### src/rtl/sfePkg.sv
package sfePkg;

  // Which base source the low three operand bits select
  typedef enum logic [1:0] {
    BASE_NONE  = 2'd0,
    BASE_KEYS  = 2'd1,
    BASE_TIMER = 2'd2
  } baseSel_t;

  // Strobes from control to datapath
  typedef struct packed {
    logic loadCond;   // flag <= evaluated condition
    logic forceSet;   // flag <= 1
    logic forceClr;   // flag <= 0
  } flagCmd_t;

  localparam int OPERAND_W = 4;
  localparam int AUX_W     = 3;
  localparam int CFG_W     = 4;

  // Low-three-bit codes
  localparam logic [2:0] CODE_KEYS_A = 3'b000;
  localparam logic [2:0] CODE_KEYS_B = 3'b011;
  localparam logic [2:0] CODE_KEYS_C = 3'b110;
  localparam logic [2:0] CODE_TIMER  = 3'b101;

  // Configuration bit positions
  localparam int CFG_AUX01_IN  = 0;  // must be 1
  localparam int CFG_AUX01_OUT = 2;  // must be 0
  localparam int CFG_AUX2_EN   = 3;  // must be 1

  // Operand bit that adds the auxiliary pin term
  localparam int OP_PIN_BIT = 3;

  function automatic baseSel_t decodeBase(input logic [2:0] code);
    case (code)
      CODE_KEYS_A, CODE_KEYS_B, CODE_KEYS_C: decodeBase = BASE_KEYS;
      CODE_TIMER:                            decodeBase = BASE_TIMER;
      default:                               decodeBase = BASE_NONE;
    endcase
  endfunction

endpackage

### src/rtl/sfeDatapath.sv
module sfeDatapath
  import sfePkg::*;
#(
  parameter int KEY_W = 4
) (
  input  logic                 clk,
  input  logic                 rstN,
  input  logic [KEY_W-1:0]     keyLevels,
  input  logic [AUX_W-1:0]     auxLevels,
  input  logic [CFG_W-1:0]     portCfg,
  input  logic                 timerZero,
  input  logic [OPERAND_W-1:0] operand,
  input  flagCmd_t             cmd,
  output logic                 condMet,
  output logic                 flagQ
);

  localparam int AUX01_N = 2;

  baseSel_t           baseSel;
  logic               anyKey;
  logic               baseTerm;
  logic               aux01Qual;
  logic [AUX_W-1:0]   auxQualified;
  logic               pinTerm;

  assign anyKey  = |keyLevels;
  assign baseSel = decodeBase(operand[2:0]);

  always_comb begin
    unique case (baseSel)
      BASE_KEYS:  baseTerm = anyKey;
      BASE_TIMER: baseTerm = timerZero;
      default:    baseTerm = 1'b0;
    endcase
  end

  // aux0/aux1 are only inputs with the direction bits in the right state
  assign aux01Qual = portCfg[CFG_AUX01_IN] & ~portCfg[CFG_AUX01_OUT];

  genvar gi;
  generate
    for (gi = 0; gi < AUX_W; gi++) begin : gAuxQual
      if (gi < AUX01_N) begin : gDir
        assign auxQualified[gi] = auxLevels[gi] & aux01Qual;
      end else begin : gEn
        assign auxQualified[gi] = auxLevels[gi] & portCfg[CFG_AUX2_EN];
      end
    end
  endgenerate

  assign pinTerm = operand[OP_PIN_BIT] & (|auxQualified);
  assign condMet = baseTerm | pinTerm;

  always_ff @(posedge clk) begin
    if (!rstN) begin
      flagQ <= 1'b0;
    end else if (cmd.forceSet) begin
      flagQ <= 1'b1;
    end else if (cmd.forceClr) begin
      flagQ <= 1'b0;
    end else if (cmd.loadCond) begin
      flagQ <= condMet;
    end
  end

endmodule

### src/rtl/sfeControl.sv
module sfeControl
  import sfePkg::*;
(
  input  logic     clk,
  input  logic     rstN,
  input  logic     testStrobe,
  input  logic     haltStrobe,
  input  logic     wakeStrobe,
  input  logic     flagQ,
  input  logic     condMet,
  output flagCmd_t cmd,
  output logic     standbyReq
);

  logic enterStandby;

  // Priority: wake, then halt, then test
  always_comb begin
    cmd          = '0;
    enterStandby = 1'b0;
    if (wakeStrobe) begin
      cmd.forceSet = 1'b1;
    end else if (haltStrobe) begin
      if (condMet) begin
        cmd.forceSet = 1'b1;
      end else if (flagQ) begin
        cmd.forceClr = 1'b1;
      end else begin
        enterStandby = 1'b1;
      end
    end else if (testStrobe) begin
      cmd.loadCond = 1'b1;
    end
  end

  always_ff @(posedge clk) begin
    if (!rstN) begin
      standbyReq <= 1'b0;
    end else begin
      standbyReq <= enterStandby;
    end
  end

endmodule

### src/rtl/statusFlagUnit.sv
module statusFlagUnit
  import sfePkg::*;
#(
  parameter int KEY_W = 4
) (
  input  logic             clk,
  input  logic             rstN,
  input  logic [KEY_W-1:0] keyLevels,
  input  logic [2:0]       auxLevels,
  input  logic [3:0]       portCfg,
  input  logic             timerZero,
  input  logic [3:0]       operand,
  input  logic             testStrobe,
  input  logic             haltStrobe,
  input  logic             wakeStrobe,
  output logic             statusFlag,
  output logic             standbyReq
);

  flagCmd_t cmd;
  logic     condMet;
  logic     flagQ;

  sfeDatapath #(.KEY_W(KEY_W)) u_dp (
    .clk       (clk),
    .rstN      (rstN),
    .keyLevels (keyLevels),
    .auxLevels (auxLevels),
    .portCfg   (portCfg),
    .timerZero (timerZero),
    .operand   (operand),
    .cmd       (cmd),
    .condMet   (condMet),
    .flagQ     (flagQ)
  );

  sfeControl u_ctl (
    .clk        (clk),
    .rstN       (rstN),
    .testStrobe (testStrobe),
    .haltStrobe (haltStrobe),
    .wakeStrobe (wakeStrobe),
    .flagQ      (flagQ),
    .condMet    (condMet),
    .cmd        (cmd),
    .standbyReq (standbyReq)
  );

  assign statusFlag = flagQ;

endmodule

### config.mk
export PLATFORM = sky130hd
export DESIGN_NAME = statusFlagUnit
export DESIGN_NICKNAME = d
export VERILOG_FILES = /design/src/rtl/sfePkg.sv /design/src/rtl/sfeDatapath.sv /design/src/rtl/sfeControl.sv /design/src/rtl/statusFlagUnit.sv
export SDC_FILE = /design/constraint.sdc
export NUM_CORES = 1
export LEC_CHECK = 0
export BUFFER_PORTS_ARGS = -buffer_cell sky130_fd_sc_hd__buf_4
export CAP_MARGIN = 40
export CORE_AREA = 2 2 39 41
export CTS_CLUSTER_DIAMETER = 80
export DETAILED_ROUTE_END_ITERATION = 10
export DIE_AREA = 0 0 41 43
export HOLD_SLACK_MARGIN = 0.15
export MAX_ROUTING_LAYER = met4
export SYNTH_ARGS = -nofsm -noshare
export SYNTH_HDL_FRONTEND = slang
export SYNTH_HIERARCHICAL = 1
export SYNTH_SLANG_ARGS = --single-unit
### constraint.sdc
create_clock -name clk -period 2.6 [get_ports clk]
set_input_delay 0.52 -clock clk [delete_from_list [all_inputs] [get_ports clk]]
set_output_delay 0.52 -clock clk [all_outputs]
set_load 0.02 [all_outputs]
==> summary.md, run 1 <==
- 224 sq um — cell area after technology mapping
- 0.327 ns — smallest setup slack after layout
- 1 — iteration count of the initial detailed-routing pass
- 67 — Inst Count DP
- 0 — pins over their slew limit
- 0.601 — routability congestion estimate
- 51.9% — share of post-route cells with drive strength above 1
- 1380 sq um — Floorplan Core Area
- 181 um — metal1 wirelength
- clkbuf_4 — Root Buffer
- 440 MHz — highest clock rate
- 0 — number of design-rule violations left by the first detailed-router iteration
- 1 — number of H-tree levels
- 0.22 ns — clock latency on the worst-skew pair
- 30.7% — post-layout util
- 83.2% — worst slew slack as a fraction of its limit
- 7.47 sq um — mean cell area of the mapped netlist
- 876 um — global-route wire length before repair
- 41 um — floorplan die width
- 3 — worst-path maximum fanout
- 0.251 ns — transition time at the pin with the least slew margin
- 531 um — detailed placer's ending HPWL
- 16.2% — effective utilization at floorplan
- 89.4% — P&R area growth vs syn
- 0.233 nW — static leakage
- 0.0949 mV — VDD IR max
- 0 — ANT cells
- 0.000392 ns — worst clock skew on the final layout
- u_dp/flagQ$_SDFFE_PN0P_ — terminus of the critical flop-to-flop path
- 0.118 mW — Cell Int Power
- 0.03 ns — clock slew seen by the registers of the worst setup and hold paths
- 0.0361 mW — sw power
- met3 — DR top layer
- 34.9% — combinational cell fraction of total power
- no — setup repair after global routing missed its margin
- 23.5% — switching power as a share of total power
- 266 — via count of the first global-routing pass
- 22.6% — fraction of power consumed by sequential logic
- 6 — synth warn
- u_dp/flagQ$_SDFFE_PN0P_ — worst setup path endpoint
- 22.9% — synthesized-area fraction occupied by ao, oa, aoi and oai cells
- 30 — cell count after synthesis
- 21 — Port Buf Inserts
- input port — crit start category
- 40.0 sq um — Storage cell area
- 43 um — chip height
- 78 um — detailed-routed wire length on met3
- 328 um — met2 wirelength from detailed routing
- 0.154 mW — Tot Pwr
- 0 ns — setup tns final
- register — Critical Path Sink Type
- ha_1 — slowest cell on the critical path
- operand[0] — critical path startpoint
- 4 — Reg2Reg Depth
- 53 — total nets after synthesis
- 0 — Congestion Overflow GR
- 0 — PostCTS Resize Cnt
- completed — outcome
- 362 nW/um^2 — power density over cell area
- 1760 sq um — total die area
- 0 — post-CTS setup-driven buffer insertion count
- 3 — TritonCTS Buffers
- 1 — Crit path buffers/inverters
- 588 um — final wirelength
- 2 — number of synthesized register bits
- 23 — I/O pin count
- 2 — CTS max path bufs
- 2 — clock sink count
- 0 — number of hold violations in the final report
- 2.38 ns — Worst EP arrival
- 0% — proportion of synthesized area in mux cells
- 0.542 ns — Worst Hold Margin
- 7.37% — combined global-route utilization of all metal layers
- 0.0999 ns — worst setup timing slack at the placement stage
- 17.9% — sequential share of the synthesized area
- 298 — via count
- 87.4% — Final period util
- 11.2% — adder-cell share of the synthesized area
- 3.91% — parity-gate share of the synthesized area counting xor and xnor cells
- 2.70 ns — endpoint required time on the critical path
- u_dp/flagQ$_SDFFE_PN0P_ — worst flop-to-flop path startpoint
- 158 — filler cell count in the final layout
- 14 — number of placement rows
- in -> reg — class of the worst hold path
- 0 — reported max-cap violation count
- 79 — Final #Nets
- 0 — number of antenna violations at the first check in global routing
- 1.49 ns — register-to-register path setup slack
- 40.8% — area fraction in and, or, nand and nor cells after synthesis
- simple AND/OR/NAND/NOR gates — dominant combinational cell family by area after synthesis
- 176 sq um — combined area of the multi-input logic cells
- yes — clock tree from TritonCTS
- 0 — hold bufs inserted after CTS
- 4.26 — detailed-route vias per instance
- 0 — Final Setup Violations
- compound AO/OA/AOI/OAI gates — cell class contributing the biggest share of worst-path delay
- 2.27 ns — shortest clock period the worst path allows after layout
- 18 — distinct cell type count after synthesis
- 0 — Final ANT Viol Nets
- 0.29 ns — Worst path max stage delay
- in -> reg — crit path kind
- 0 — DRC
- 70 — post-layout instance count excluding filler cells
- a21o_1 — most repeated library cell on the critical path
- 12 — logic depth of the worst setup path including buffers
- 5 — maximum number of pins on one net before global-route repair
- buf_4 (21), nor2_1 (4), nand2_1 (4) — most frequent cells in the layout
- 8.40 um — WL/cell
- buf_4 — most frequent standard cell in the layout excluding fill and tap cells
- 402 sq um — Post-DP Area
- buf_4 -> xor2_1 -> a21o_1 -> ha_1 -> nand2b_1 -> o22ai_1 -> a21o_1 -> nor2_1 -> and3_2 -> nor2_1 -> a21o_1 -> a22o_1 — crit path cell chain
- 424 sq um — Finished Cell Area
- 42.5% — clock group share of total power
[kinds of logic (layout without fill, tap and decap cells)]
| kind of cell | Yosys count | in the layout |
|---|---|---|
| AO/OA/AOI/OAI | 7 | 7 |
| XOR/XNOR | 1 | 1 |
| adder cells (fa/ha/maj) | 2 | 2 |
| buffers and inverters | 2 | 26 |
| flip-flops | 2 | 2 |
| AND/OR/NAND/NOR | 16 | 16 |
[synthesized netlist by cell type]
library cell	number	area, sq um
a21o_2	1	8.76
ha_1	2	25.0
xor2_1	1	8.76
o21ai_0	1	5.00
nor4_2	1	12.5
inv_1	2	7.51
a22o_1	1	8.76
nor3_1	1	5.00
nand2_1	4	15.0
or2_2	1	6.26
nor3b_1	1	7.51
nor2_1	4	15.0
nand2b_1	2	12.5
dfxtp_1	2	40.0
and3_2	1	7.51
o22ai_1	1	6.26
and4b_1	1	10.0
a21o_1	3	22.5
[layout make-up]
cell class                      count  share of cell area, %
Tap cell                           16                   4.72
Clock buffer                        3                   5.31
Timing Repair Buffer               21                   37.2
Sequential cell                     2                   9.44
Multi-Input combinational cell     26                   41.6
Inverter                            2                   1.77
[worst min-delay path by stage]
stage | start | to | slack (ns) | cells after the start
floorplan | u_dp/flagQ$_SDFFE_PN0P_ | u_ctl/standbyReq$_SDFF_PP0_ | 0.65 | 1
global placement | u_dp/flagQ$_SDFFE_PN0P_ | u_ctl/standbyReq$_SDFF_PP0_ | 0.59 | 1
detailed placement | u_dp/flagQ$_SDFFE_PN0P_ | u_ctl/standbyReq$_SDFF_PP0_ | 0.60 | 1
CTS | rstN | u_dp/flagQ$_SDFFE_PN0P_ | 0.54 | 2
global route | rstN | u_dp/flagQ$_SDFFE_PN0P_ | 0.54 | 2
finish | rstN | u_dp/flagQ$_SDFFE_PN0P_ | 0.54 | 2
[metal layers]
| layer | global-route usage, % | up-vias |
|---|---|---|
| met5 | - | - |
| met4 | 6.00 | 0 |
| met3 | 0.524 | 0 |
| met2 | 13.1 | 13 |
| met1 | 6.33 | 132 |
| li1 | - | 153 |
[sequential cells by signal (all words and copies together), names as in the netlist]
signal	flops
u_ctl/standbyReq	1
u_dp/flagQ	1
[power by group through the flow]
| stage | Clock (mW) | Sequential (mW) | Combinational, mW |
|---|---|---|---|
| 2_1_floorplan | 0 | 0.0373 | 0.0207 |
| 3_3_place_gp | 0 | 0.0351 | 0.0532 |
| 3_5_place_dp | 0 | 0.0352 | 0.0544 |
| 4_1_cts | 0.0692 | 0.0348 | 0.0545 |
| 5_1_grt | 0.0695 | 0.0350 | 0.0600 |
| 6_report | 0.0653 | 0.0347 | 0.0536 |
Note: power is estimated with default switching activity, not from simulation.
==> run 2, diff against run 1 <==
CTS_BUF_LIST = sky130_fd_sc_hd__clkbuf_8   (was unset)
==> run 2 against run 1 <==
  * Non-clock buffer count stayed put
  * Sequential share of layout area is 0.40 points lower
  * Clock-buffer cell count stayed put
  * Setup slack worse by 0.010 ns
  * Total power is 35% higher
  * First-iteration DRC count stayed put
  * Global-route usage stayed put
  * Sequential cell count stayed put
  * Register-to-register slack hardly changed
  * Core utilization is 1.4 points higher
  * Critical path depth stayed put
  * Via count is 0.67% lower
  * Critical path type unchanged
  * Largest power group unchanged
==> summary.md, run 2 (synthesis gave the netlist of run 1 again) <==
- completed — outcome
- 2.28 ns — shortest clock period the worst path allows after layout
- 57.5% — clock group share of total power
- 0 — hold bufs inserted after CTS
- 0 — pins over their slew limit
- 876 um — global-route wire length before repair
- 16.2% — effective utilization at floorplan
- 0 — number of antenna violations at the first check in global routing
- 1 — number of H-tree levels
- 51.9% — share of post-route cells with drive strength above 1
- 0.000477 ns — worst clock skew on the final layout
- buf_4 (21), nor2_1 (4), nand2_1 (4) — most frequent cells in the layout
- 3 — worst-path maximum fanout
- 0 — post-CTS setup-driven buffer insertion count
- buf_4 — most frequent standard cell in the layout excluding fill and tap cells
- 296 — via count
- 21 — Port Buf Inserts
- 0 — ANT cells
- 0 — number of hold violations in the final report
- in -> reg — crit path kind
- 1 — Crit path buffers/inverters
- input port — crit start category
- ha_1 — slowest cell on the critical path
- 2 — clock sink count
- 41 um — floorplan die width
- 7.37% — combined global-route utilization of all metal layers
- 0 — Congestion Overflow GR
- 5 — maximum number of pins on one net before global-route repair
- 2.69 ns — endpoint required time on the critical path
- 0.251 ns — transition time at the pin with the least slew margin
- 1.49 ns — register-to-register path setup slack
- no — setup repair after global routing missed its margin
- 0.241 nW — static leakage
- 25.8% — combinational cell fraction of total power
- in -> reg — class of the worst hold path
- 0.03 ns — clock slew seen by the registers of the worst setup and hold paths
- 43 um — chip height
- 23 — I/O pin count
- 0.208 mW — Tot Pwr
- 0 — Final ANT Viol Nets
- 0.553 ns — Worst Hold Margin
- 16.7% — fraction of power consumed by sequential logic
- 0.165 mW — Cell Int Power
- 4.23 — detailed-route vias per instance
- register — Critical Path Sink Type
- clkbuf_8 — Root Buffer
- 0 — DRC
- 0 — number of design-rule violations left by the first detailed-router iteration
- 2 — CTS max path bufs
- 0.0432 mW — sw power
- 266 — via count of the first global-routing pass
- 70 — post-layout instance count excluding filler cells
- 79 — Final #Nets
- 402 sq um — Post-DP Area
- a21o_1 — most repeated library cell on the critical path
- 3 — TritonCTS Buffers
- 0.601 — routability congestion estimate
- 443 sq um — Finished Cell Area
- 156 — filler cell count in the final layout
- 469 nW/um^2 — power density over cell area
- 20.8% — switching power as a share of total power
- 0.29 ns — Worst path max stage delay
- 1760 sq um — total die area
- 0 — reported max-cap violation count
- 0 — PostCTS Resize Cnt
- u_ctl/standbyReq (1), u_dp/flagQ (1) — registers with the highest flip-flop counts
- 1 — iteration count of the initial detailed-routing pass
- 97.8% — P&R area growth vs syn
- 87.8% — Final period util
- 0.21 ns — clock latency on the worst-skew pair
- 0 ns — setup tns final
- 603 um — final wirelength
- 531 um — detailed placer's ending HPWL
- buf_4 -> xor2_1 -> a21o_1 -> ha_1 -> nand2b_1 -> o22ai_1 -> a21o_1 -> nor2_1 -> and3_2 -> nor2_1 -> a21o_1 -> a22o_1 — crit path cell chain
- 1380 sq um — Floorplan Core Area
- 438 MHz — highest clock rate
- 67 — Inst Count DP
- 8.61 um — WL/cell
- 2.38 ns — Worst EP arrival
- yes — clock tree from TritonCTS
- 0 — Final Setup Violations
- 0.135 mV — VDD IR max
- compound AO/OA/AOI/OAI gates — cell class contributing the biggest share of worst-path delay
- 83.2% — worst slew slack as a fraction of its limit
- 14 — number of placement rows
-- run 2: stage by stage --
stage	util, %	setup WS [ns]
5_1_grt	32.0	0.182
3_3_place_gp	29.0	0.133
3_5_place_dp	29.0	0.0999
2_1_floorplan	-	0.343
6_report	32.0	0.317
4_1_cts	32.0	0.305
-- run 2: layout make-up --
class	instances	area, sq um	area share (%)
Clock buffer	3	41.3	9.32
Inverter	2	7.51	1.69
Tap cell	16	20.0	4.52
Multi-Input combinational cell	26	176	39.8
Timing Repair Buffer	21	158	35.6
Sequential cell	2	40.0	9.04
-- run 2: worst reg2reg max path, cell delays in order (launching register included) --
cell	delay, ns
dfxtp_1	0.36
and3_2	0.20
nor2_1	0.04
a21o_1	0.18
a22o_1	0.22
-- run 2: layer usage --
layer  vias up  part of all wire (%)  routed length [um]  global-route usage [%]
li1        153                     -                   -                       -
met1       130                    32                 194                    6.33
met2        13                    54                 327                    13.1
met3         0                    13                  80                   0.524
met4         0                     0                   0                    6.00
met5         -                     0                   0                       -
-- run 2: power groups by stage --
stage               Sequential (mW)  Clock (mW)  Combinational [mW]
floorplan                    0.0373           0              0.0207
global placement             0.0351           0              0.0532
detailed placement           0.0352           0              0.0544
CTS                          0.0348       0.122              0.0545
global route                 0.0351       0.122              0.0600
finish                       0.0347       0.119              0.0536
-- run 2: worst paths after layout --
check	start	to	cells after the start
max	operand[0]	u_dp/flagQ$_SDFFE_PN0P_	12
min	rstN	u_dp/flagQ$_SDFFE_PN0P_	2
max reg2reg	u_dp/flagQ$_SDFFE_PN0P_	u_dp/flagQ$_SDFFE_PN0P_	4
min reg2reg	u_dp/flagQ$_SDFFE_PN0P_	u_ctl/standbyReq$_SDFF_PP0_	1
